===== config.mk =====
export PLATFORM = sky130hd
export DESIGN_NAME = pwm_timer_top
export DESIGN_NICKNAME = d
export VERILOG_FILES = /design/src/rtl/pwm_timer_pkg.sv /design/src/rtl/pwm_tick_sync.sv /design/src/rtl/pwm_channel.sv /design/src/rtl/pwm_regs.sv /design/src/rtl/pwm_timer_top.sv
export SDC_FILE = /design/constraint.sdc
export NUM_CORES = 1
export LEC_CHECK = 0
export BUFFER_PORTS_ARGS = -buffer_cell sky130_fd_sc_hd__buf_2
export CORE_MARGIN = 2
export CORE_UTILIZATION = 55
export CTS_BUF_LIST = sky130_fd_sc_hd__clkbuf_16
export CTS_CLUSTER_SIZE = 30
export DETAILED_ROUTE_END_ITERATION = 10
export PLACE_DENSITY = 0.72
export SLEW_MARGIN = 10
export SYNTH_ARGS = -nofsm -noshare
export SYNTH_HDL_FRONTEND = slang
export SYNTH_SLANG_ARGS = --single-unit

===== constraint.sdc =====
create_clock -name clk -period 5.31 [get_ports clk]
set_input_delay 0.531 -clock clk [delete_from_list [all_inputs] [get_ports clk]]
set_output_delay 0.531 -clock clk [all_outputs]
set_load 0.005 [all_outputs]

===== src/rtl/pwm_timer_pkg.sv =====
package pwm_timer_pkg;

    localparam int DATA_W      = 32;
    localparam int PHASE_W     = 16;
    localparam int CTRL_W      = 5;
    localparam int MODE_W      = 3;
    localparam int CLK_SEL_BIT = 3;

    localparam logic [MODE_W-1:0] MODE_PWM = 3'd4;

    // register map
    localparam int ENA_OFS    = 'h1C;
    localparam int ENA_BIT0   = 3;
    localparam int ENA_STRIDE = 4;
    localparam int CH_BASE    = 'h20;
    localparam int CH_STRIDE  = 'h10;
    localparam int RELOAD_OFS = 4;

    typedef struct packed {
        logic               run;
        logic               hi_ph;
        logic [PHASE_W-1:0] cnt;
        logic [PHASE_W-1:0] lo_len;
    } chan_state_t;

endpackage


===== src/rtl/pwm_tick_sync.sv =====
module pwm_tick_sync #(
    parameter int STAGES = 2
) (
    input  logic clk,
    input  logic rst_n,
    input  logic tick_async_i,
    output logic tick_pulse_o
);

    // STAGES synchroniser flops plus one flop for edge detection
    logic [STAGES:0] sh_d, sh_q;

    always_comb begin
        sh_d = {sh_q[STAGES-1:0], tick_async_i};
    end

    always_ff @(posedge clk or negedge rst_n) begin
        if (!rst_n) sh_q <= '0;
        else        sh_q <= sh_d;
    end

    assign tick_pulse_o = sh_q[STAGES-1] & ~sh_q[STAGES];

endmodule


===== src/rtl/pwm_channel.sv =====
module pwm_channel
    import pwm_timer_pkg::*;
(
    input  logic              clk,
    input  logic              rst_n,
    input  logic              active_i,
    input  logic              bus_clk_sel_i,
    input  logic              ext_pulse_i,
    input  logic [DATA_W-1:0] reload_i,
    output logic              pwm_o
);

    localparam int HI_LSB = PHASE_W;
    localparam int HI_MSB = 2 * PHASE_W - 1;

    chan_state_t st_d, st_q;
    logic        tick;

    always_comb begin
        tick = bus_clk_sel_i | ext_pulse_i;
        st_d = st_q;
        if (!active_i) begin
            st_d.run   = 1'b0;
            st_d.hi_ph = 1'b0;
            st_d.cnt   = '0;
        end else if (!st_q.run) begin
            st_d.run    = 1'b1;
            st_d.hi_ph  = 1'b1;
            st_d.cnt    = reload_i[HI_MSB:HI_LSB];
            st_d.lo_len = reload_i[PHASE_W-1:0];
        end else if (tick) begin
            if (st_q.cnt == '0) begin
                if (st_q.hi_ph) begin
                    st_d.hi_ph = 1'b0;
                    st_d.cnt   = st_q.lo_len;
                end else begin
                    // period boundary: pick up the latest reload word
                    st_d.hi_ph  = 1'b1;
                    st_d.cnt    = reload_i[HI_MSB:HI_LSB];
                    st_d.lo_len = reload_i[PHASE_W-1:0];
                end
            end else begin
                st_d.cnt = st_q.cnt - 1'b1;
            end
        end
    end

    always_ff @(posedge clk or negedge rst_n) begin
        if (!rst_n) st_q <= '0;
        else        st_q <= st_d;
    end

    assign pwm_o = st_q.run & st_q.hi_ph & active_i;

endmodule


===== src/rtl/pwm_regs.sv =====
module pwm_regs
    import pwm_timer_pkg::*;
#(
    parameter int NUM_CH = 4,
    parameter int ADDR_W = 8
) (
    input  logic                           clk,
    input  logic                           rst_n,
    input  logic                           wr_i,
    input  logic [ADDR_W-1:0]              addr_i,
    input  logic [DATA_W-1:0]              wdata_i,
    output logic [DATA_W-1:0]              rdata_o,
    output logic [NUM_CH-1:0]              en_o,
    output logic [NUM_CH-1:0][CTRL_W-1:0]  ctrl_o,
    output logic [NUM_CH-1:0][DATA_W-1:0]  reload_o
);

    typedef struct packed {
        logic [NUM_CH-1:0]             en;
        logic [NUM_CH-1:0][CTRL_W-1:0] ctrl;
        logic [NUM_CH-1:0][DATA_W-1:0] reload;
    } regs_t;

    localparam logic [ADDR_W-1:0] ENA_ADDR = ADDR_W'(ENA_OFS);

    function automatic logic [ADDR_W-1:0] ctrl_addr(input int ch);
        return ADDR_W'(CH_BASE + CH_STRIDE * ch);
    endfunction

    function automatic logic [ADDR_W-1:0] reload_addr(input int ch);
        return ADDR_W'(CH_BASE + CH_STRIDE * ch + RELOAD_OFS);
    endfunction

    regs_t r_d, r_q;

    always_comb begin
        r_d = r_q;
        if (wr_i) begin
            if (addr_i == ENA_ADDR) begin
                for (int ch = 0; ch < NUM_CH; ch++) begin
                    r_d.en[ch] = wdata_i[ENA_BIT0 + ENA_STRIDE * ch];
                end
            end
            for (int ch = 0; ch < NUM_CH; ch++) begin
                if (addr_i == ctrl_addr(ch))   r_d.ctrl[ch]   = wdata_i[CTRL_W-1:0];
                if (addr_i == reload_addr(ch)) r_d.reload[ch] = wdata_i;
            end
        end
    end

    always_ff @(posedge clk or negedge rst_n) begin
        if (!rst_n) r_q <= '0;
        else        r_q <= r_d;
    end

    always_comb begin
        rdata_o = '0;
        if (addr_i == ENA_ADDR) begin
            for (int ch = 0; ch < NUM_CH; ch++) begin
                rdata_o[ENA_BIT0 + ENA_STRIDE * ch] = r_q.en[ch];
            end
        end
        for (int ch = 0; ch < NUM_CH; ch++) begin
            if (addr_i == ctrl_addr(ch))   rdata_o = DATA_W'(r_q.ctrl[ch]);
            if (addr_i == reload_addr(ch)) rdata_o = r_q.reload[ch];
        end
    end

    assign en_o     = r_q.en;
    assign ctrl_o   = r_q.ctrl;
    assign reload_o = r_q.reload;

endmodule


===== src/rtl/pwm_timer_top.sv =====
module pwm_timer_top
    import pwm_timer_pkg::*;
#(
    parameter int NUM_CH      = 4,
    parameter int ADDR_W      = 8,
    parameter int SYNC_STAGES = 2
) (
    input  logic              clk,
    input  logic              rst_n,
    input  logic              ext_tick_i,
    input  logic              reg_wr_i,
    input  logic [ADDR_W-1:0] reg_addr_i,
    input  logic [31:0]       reg_wdata_i,
    output logic [31:0]       reg_rdata_o,
    output logic [NUM_CH-1:0] pwm_o
);

    logic [NUM_CH-1:0]             chan_en;
    logic [NUM_CH-1:0][CTRL_W-1:0] chan_ctrl;
    logic [NUM_CH-1:0][DATA_W-1:0] chan_reload;
    logic [NUM_CH-1:0]             chan_active;
    logic                          ext_pulse;

    pwm_regs #(
        .NUM_CH (NUM_CH),
        .ADDR_W (ADDR_W)
    ) u_regs (
        .clk      (clk),
        .rst_n    (rst_n),
        .wr_i     (reg_wr_i),
        .addr_i   (reg_addr_i),
        .wdata_i  (reg_wdata_i),
        .rdata_o  (reg_rdata_o),
        .en_o     (chan_en),
        .ctrl_o   (chan_ctrl),
        .reload_o (chan_reload)
    );

    pwm_tick_sync #(
        .STAGES (SYNC_STAGES)
    ) u_sync (
        .clk          (clk),
        .rst_n        (rst_n),
        .tick_async_i (ext_tick_i),
        .tick_pulse_o (ext_pulse)
    );

    for (genvar ch = 0; ch < NUM_CH; ch++) begin : g_ch
        assign chan_active[ch] = chan_en[ch] &&
                                 (chan_ctrl[ch][MODE_W-1:0] == MODE_PWM);

        pwm_channel u_ch (
            .clk           (clk),
            .rst_n         (rst_n),
            .active_i      (chan_active[ch]),
            .bus_clk_sel_i (chan_ctrl[ch][CLK_SEL_BIT]),
            .ext_pulse_i   (ext_pulse),
            .reload_i      (chan_reload[ch]),
            .pwm_o         (pwm_o[ch])
        );
    end

endmodule


### Word-level counts from Yosys, hierarchy flattened

Index checks and enable logic that the tools add are counted.

* register bits: 291
* ROM bits: 0
* logic and storage cells: 146
* memories: 0
* RAM bits: 0
* latch bits: 0

* bitwise gates (word level): 14
* add/sub/neg operators: 4
* muxes and demuxes: 44
* div/mod/pow operators: 0
* reduce and logical (&&, ||, !) cells: 25
* $lt $le $gt $ge: 0
* shift operators: 0
* equal/unequal tests: 33
* $mul: 0

Operators by type and width (number)
* $mux 33: 8
* $mux 32: 7
* $mux 16: 13
* $mux 18: 4
* $mux 17: 4
* $logic_not 16->1: 4
* $sub 16x1->16 const B: 4
* $eq 8x6->1 const B: 4
* $eq 8x7->1 const B: 4
* $reduce_and 2->1: 13
* $ne 2x2->1 const B: 12
* $ne 3x3->1 const B: 8
* $reduce_and 4->1: 4
* $eq 3x3->1 const B: 4
* $and 1x1->1: 9
* $eq 8x5->1 const B: 1
* $mux 1: 8
* $logic_and 1x1->1: 4
* $or 1x1->1: 4
* $not 1->1: 1

### Depth between registers and ports, before layout

Gate-level depths: netlist of the first run.

* word-level depth: 10
* depth in mapped cells: 10
* mapped depth without buffers: 7

### Cells and area by module

A second synthesis of the first run with hierarchy kept.

* cells, all modules: 1368
* area, all modules: 15876.5 µm²

Modules (own cells, without submodules)
* pwm_regs: instances 1, area each 7163.1 µm², seq. area each 3803.6 µm², cells each 506
* pwm_channel (g_ch[0].u_ch ...): instances 3, area each 2149.6 µm², seq. area each 850.8 µm², cells each 219
* pwm_channel (g_ch[3].u_ch): instances 1, area each 2125.8 µm², seq. area each 850.8 µm², cells each 197
* pwm_tick_sync: instances 1, area each 88.8 µm², seq. area each 75.1 µm², cells each 4
* pwm_timer_top: instances 1, area each 50.0 µm², seq. area each 0.0 µm², cells each 4

### Worst setup path before layout of the first run

No wires, ideal clock.

* path kind: register to register
* start: register g_ch[1].u_ch.st_q[16] in the netlist's numbering
* end: register g_ch[1].u_ch.st_q[10] in the netlist's numbering
* path slack: 2.481 ns
* cell stages (with the launch flop): 11
* data arrival time: 2.703 ns
* required time: 5.185 ns
* period minus slack after synthesis: 2.829 ns
* cell sequence: dfrtp_1 -> inv_1 -> ha_1 -> or3b_1 -> buf_2 -> or4_4 -> buf_6 -> o41ai_4 -> nand2_4 -> buf_6 -> mux2_4

* cells in the longest elaborated chain, start to end: 3

RTL lines
* from (decl): RTL line pwm_channel.sv:16 `chan_state_t st_d, st_q;`
* from (signal assigned): RTL line pwm_channel.sv:50 `else st_q <= st_d;`
* $logic_not 16->1: RTL line pwm_channel.sv:32 `if (st_q.cnt == '0) begin`
* $ne 2x2->1 (no line)
* $reduce_and 4->1 (no line)

No other way between the ends.
A chain may end at the register's enable or synchronous reset.

### Final worst setup path of the first run

* start: register g_ch[3].u_ch.st_q[16] in the netlist's numbering
* end: register g_ch[3].u_ch.st_q[1] in the netlist's numbering

* cells in the longest elaborated chain, start to end: 3

RTL lines (RTL line)
* from (decl): pwm_channel.sv:16
* from (signal assigned): pwm_channel.sv:50
* $logic_not 16->1: pwm_channel.sv:32
* $ne 2x2->1 (no line)
* $reduce_and 4->1 (no line)

No other way between the ends.

==> results of run 1 <==
-- stage by stage --
step / setup slack (ps) / util, %
finish: 1900 / 62.4
global route: 1790 / 62.4
CTS: 2030 / 62.4
detailed placement: 1930 / 58.6
global placement: 2040 / 58.6
floorplan: 2480 / -
-- sequential cells by signal (all words and copies together) (netlist names) --
name	flops
g_ch.u_ch.st_q	136
u_sync.sh_q	3
u_regs.en_o	4
u_regs.reload_o	128
u_regs.ctrl_o	20
-- cell type report --
cell class	count	area [µm²]	area share, %
clock buffer	31	776	4.59
multi-input combinational	964	7510	44.4
timing repair buffer	97	553	3.27
inverter	22	82.6	0.489
tap	372	465	2.75
clock inverter	27	233	1.38
sequential	291	7280	43.1
-- routing by layer --
layer | vias to the layer above | share of wire (%) | wire (µm)
li1 | 5230 | - | -
met1 | 5954 | 44 | 19400
met2 | 533 | 45 | 19900
met3 | 85 | 7.9 | 3490
met4 | 0 | 3.7 | 1630
met5 | - | 0 | 0
-- power by group --
group / total, mW / internal (mW) / leakage, nW / switching, mW
registers: 2.35 / 2.28 / 4.03 / 0.0776
clock network: 2.16 / 1.25 / 0.506 / 0.910
logic: 0.309 / 0.118 / 3.39 / 0.191
-- cells by family (layout without fill, tap and decap cells) --
logic type	Yosys count	after routing	synth area share, %
AOI/OAI and AO/OA	311	311	13.8
DFF	291	291	47.8
and+or+nand+nor	316	316	10.8
buffers and inverters	112	177	2.97
xor gates and xnor gates	28	28	1.61
adders and majority gates	4	4	0.328
muxes	305	305	22.7
-- worst paths after layout --
check                                        end  slack [ps]                  start  cells past startpoint
setup / recovery            g_ch[3].u_ch.st_q[1]        1900  g_ch[3].u_ch.st_q[16]                      7
hold / removal             g_ch[0].u_ch.st_q[23]          50                  rst_n                      1
setup reg to reg            g_ch[3].u_ch.st_q[1]        1900  g_ch[3].u_ch.st_q[16]                      7
hold reg to reg                   u_sync.sh_q[1]         350         u_sync.sh_q[0]                      0
max in group asynchronous   g_ch[3].u_ch.st_q[0]        4010                  rst_n                      2
min in group clk                  u_sync.sh_q[0]          80             ext_tick_i                      1
-- worst reg2reg max path, cell delays in order (launching register included) --
cell,delay (ps)
dfrtp_1,410
inv_1,70
ha_1,180
nor4b_1,870
o211ai_1,360
o31a_1,380
nand2b_1,540
mux2_2,470
-- placed cells by master, fill, tap and decap left out, types with 18 or more instances in the layout --
cell type and instances:
buf_2 78, a21oi_1 49, dfrtp_1 291, mux2_2 217, nor2_1 73, clkbuf_16 31
nand2_1 54, inv_1 26, nand3_1 23, nor2b_1 24, mux2i_1 68, xnor2_1 18
a22oi_1 22, a31oi_1 36, o21ai_0 72, nor3_1 36
==> impl_metrics.env, run 1 <==
export IMPL_core_area_um2=27100
export IMPL_ys_types=74
export IMPL_diodes=0
export IMPL_fp_dieH_um=170
export IMPL_yosys_top_cells_area="dfrtp_1, mux2_2, mux2i_1"
export IMPL_rows=60
export IMPL_rsz0062_at_grt="false"
export IMPL_max_clock_freq_mhz=294
export IMPL_grt_pass1_wl_um=68300
export IMPL_fin_tns_setup_ps=0
export IMPL_hold_viol=0
export IMPL_drtPass1Iterations=5
export IMPL_hpwl_um=31500
export IMPL_syn_area_um2=15200
export IMPL_initial_core_util_pct=56.2
export IMPL_syn_nets=1415
export IMPL_critPathTopFamily="simple AND/OR/NAND/NOR gates"
export IMPL_grt_use_total_pct=31.1
export IMPL_postRouteAntennaNets=0
export IMPL_synth_most_common_cell="dfrtp_1"
export IMPL_grt_pass1_vias=11500
export IMPL_ir_drop_mv=0.247
export IMPL_met3_usage_pct=5.35
export IMPL_hold_buffers=0
export IMPL_worstSkewPairLatency_ps=570
export IMPL_synth_area_per_cell_um2=11.2
export IMPL_drive_above_1_share_pct=27.3
export IMPL_leakage_nw=7.93
export IMPL_numClockSinks=291
export IMPL_cpMaxStageDelayCell="nor4b_1"
export IMPL_yosys_warnings=0
export IMPL_cts_htree_levels=1
export IMPL_maxSlewViolCount=0
export IMPL_async_flop_share_pct=100
export IMPL_clock_root_buffer="clkbuf_16"
export IMPL_cp_end_kind="flip-flop"
export IMPL_ys_seq_area_share_pct=47.8
export IMPL_wl_um=44400
export IMPL_grt_max_degree=128
export IMPL_status="complete, no violations"
export IMPL_power_density_nw_per_um2=286
export IMPL_synth_edff_count=0
export IMPL_fp_dieW_um=170
export IMPL_final_area_um2=16900
export IMPL_cp_max_fo=16
export IMPL_synth_ff_type="dfrtp_1"
export IMPL_path_cells="inv_1, ha_1, nor4b_1, o211ai_1, o31a_1, nand2b_1, mux2_2"
export IMPL_clk_pin_slew_ps=70
export IMPL_cts_resized=0
export IMPL_nNetsFinal=1455
export IMPL_startpoint_type="flip-flop"
export IMPL_gp_congestion=0.994
export IMPL_critPathKind="reg2reg"
export IMPL_period_share_pct=64.1
export IMPL_cts_made_buffers=31
export IMPL_met1_usage_pct=45.4
export IMPL_hold_slack_ps=47.3
export IMPL_worstPathArrival_ps=3840
export IMPL_p_total_mw=4.82
export IMPL_synth_top_cell_area_share_pct=47.8
export IMPL_yosysTopAreaCell="dfrtp_1"
export IMPL_post_route_min_period_ps=3410
export IMPL_ys_ff_latch=291
export IMPL_path_buf_inv=1
export IMPL_cap_violations=0
export IMPL_worst_pin_slew_ps=1100
export IMPL_port_buffers=79
export IMPL_slowest_delay_ps=870
export IMPL_setup_viol=0
export IMPL_placed_area_um2=15900
export IMPL_nFillCells=2213
export IMPL_busiest_layer="met2"
export IMPL_place_inst=1746
export IMPL_drcViolationCount=0
export IMPL_via_per_inst=6.54
export IMPL_wl_per_cell_um=24.6
export IMPL_grt_overflow=0
export IMPL_die_area_um2=29100
export IMPL_final_cells=1804
export IMPL_hold_path_class="in2async"
export IMPL_cts_setup_buffers=0
export IMPL_pin_count=80
export IMPL_drtIter0Drc=1254
export IMPL_vias=11800
export IMPL_clk_path_buf_depth=3
export IMPL_required_ps=5750
export IMPL_syn_inst=1367
export IMPL_antenna_found_initial=0
export IMPL_use_met2_pct=47.3
export IMPL_area_delta_synth_final_pct=10.9
export IMPL_fin_skew_ps=19.3
export IMPL_synth_common_cells="dfrtp_1, mux2_2, nor2_1"
export IMPL_cts_tree="done"
export IMPL_relSlewSlack_pct=26.9
Note: power is estimated with default switching activity, not from simulation.
==> run 2: changes to the inputs <==
==> constraint.sdc (replaced) <==
create_clock -name clk -period 3.3 [get_ports clk]
set_input_delay 0.33 -clock clk [delete_from_list [all_inputs] [get_ports clk]]
set_output_delay 0.33 -clock clk [all_outputs]
set_load 0.005 [all_outputs]
==> run 2 against run 1 <==
- clock power grew 60%
- register-to-register slack worse by 1500 ps
- critical path depth stayed put
- utilization up 0.90 points
==> impl_metrics.env, run 2 (same netlist as run 1, synthesis figures left out) <==
export IMPL_drive_above_1_share_pct=29.0
export IMPL_path_buf_inv=1
export IMPL_area_delta_synth_final_pct=12.5
export IMPL_cap_violations=0
export IMPL_fin_skew_ps=11.3
export IMPL_postRouteAntennaNets=0
export IMPL_worstSkewPairLatency_ps=580
export IMPL_hold_buffers=2
export IMPL_grt_pass1_wl_um=69000
export IMPL_core_area_um2=27100
export IMPL_startpoint_type="flip-flop"
export IMPL_hold_viol=0
export IMPL_cts_setup_buffers=0
export IMPL_clk_pin_slew_ps=60
export IMPL_largest_register_ffs=136
export IMPL_period_share_pct=88.5
export IMPL_port_buffers=79
export IMPL_leakage_nw=8.06
export IMPL_nNetsFinal=1485
export IMPL_hpwl_um=32500
export IMPL_grt_max_degree=88
export IMPL_required_ps=3760
export IMPL_post_route_min_period_ps=2920
export IMPL_rows=60
export IMPL_fin_tns_setup_ps=0
export IMPL_top_register="g_ch.u_ch.st_q"
export IMPL_cpMaxStageDelayCell="or4_4"
export IMPL_gp_congestion=0.958
export IMPL_cp_max_fo=16
export IMPL_slowest_delay_ps=620
export IMPL_setup_viol=0
export IMPL_max_clock_freq_mhz=343
export IMPL_critPathKind="reg2reg"
export IMPL_cts_resized=0
export IMPL_rsz0062_at_grt="false"
export IMPL_critPathTopFamily="simple AND/OR/NAND/NOR gates"
export IMPL_cp_end_kind="flip-flop"
export IMPL_drtIter0Drc=1117
export IMPL_via_per_inst=6.55
export IMPL_initial_core_util_pct=56.2
export IMPL_cts_made_buffers=31
export IMPL_worstPathArrival_ps=3380
export IMPL_maxSlewViolCount=0
export IMPL_clock_root_buffer="clkbuf_16"
export IMPL_path_cells="inv_1, ha_1, or3b_1, or4_4, o41ai_4, nand2_4, mux2_4"
export IMPL_grt_use_total_pct=31.3
export IMPL_fp_dieH_um=170
export IMPL_drcViolationCount=0
export IMPL_antenna_found_initial=1
export IMPL_cts_htree_levels=1
export IMPL_layout_common_cells="dfrtp_1, mux2_2, buf_2"
export IMPL_drtPass1Iterations=5
export IMPL_ir_drop_mv=0.407
export IMPL_final_common_cell="dfrtp_1"
export IMPL_worst_pin_slew_ps=990
export IMPL_relSlewSlack_pct=34.0
export IMPL_hold_slack_ps=53.2
export IMPL_pin_count=80
export IMPL_numClockSinks=291
export IMPL_wl_per_cell_um=24.4
export IMPL_status="complete, no violations"
export IMPL_nFillCells=2167
export IMPL_cts_tree="done"
export IMPL_power_density_nw_per_um2=452
export IMPL_grt_overflow=0
export IMPL_die_area_um2=29100
export IMPL_grt_pass1_vias=11400
export IMPL_wl_um=44800
export IMPL_clk_path_buf_depth=3
export IMPL_fp_dieW_um=170
export IMPL_vias=12000
export IMPL_hold_path_class="in2reg"
## run 2: cell types whose count changed in the layout (fill, tap and decap cells not counted), sizes merged
cell and delta:
buf +28, clkinvlp +3, clkinv -2, dlygate4sd3 +2, bufinv -1, diode +1
inv -1
## run 2: report_power, final
part,total (mW),internal (mW),switching (mW)
combinational,0.514,0.203,0.311
sequential,3.79,3.66,0.124
clock,3.45,1.95,1.51
total,7.75,5.81,1.94
## run 2: layout make-up
type	instances	area, µm²	area share, %
diodes	1	2.50	0.0146
clock buffers	31	776	4.52
clock inverters	26	220	1.28
inverters	22	82.6	0.482
multi-input cells	964	7510	43.8
flip-flops and latches	291	7280	42.5
well taps	372	465	2.71
repair buffers	127	808	4.71
## run 2: stage by stage
stage	instance area [µm²]	total power, mW	cells	utilization (%)	setup slack (ps)
2_1_floorplan	15200	4.05	1367	-	471
3_3_place_gp	16100	4.34	1774	59.5	469
3_5_place_dp	16100	4.35	1774	59.5	416
4_1_cts	17100	7.77	1833	63.3	395
5_1_grt	17100	7.98	1833	63.3	188
6_report	17100	7.75	1834	63.3	381
## run 2: worst paths after layout
check                                      start               endpoint  slack, ps  cells past startpoint
setup / recovery           g_ch[1].u_ch.st_q[16]   g_ch[1].u_ch.st_q[6]        380                      7
setup reg to reg           g_ch[1].u_ch.st_q[16]   g_ch[1].u_ch.st_q[6]        380                      7
max in group asynchronous                  rst_n  g_ch[1].u_ch.st_q[16]       1990                      3
hold / removal                   reg_wdata_i[29]    u_regs.reload_o[61]         50                      2
min in group asynchronous                  rst_n  g_ch[0].u_ch.st_q[25]        330                      2
hold reg to reg                   u_sync.sh_q[0]         u_sync.sh_q[1]        360                      0
## run 2: per-layer routing
layer / part of all wire, % / vias up / GRT usage, % / wire length (µm)
met2: 45 / 546 / 47.5 / 20100
met3: 8.1 / 98 / 4.81 / 3610
met4: 3.6 / 0 / 10.0 / 1620
met1: 43 / 6090 / 46.3 / 19500
li1: - / 5279 / - / -
met5: 0 / - / 0 / 0
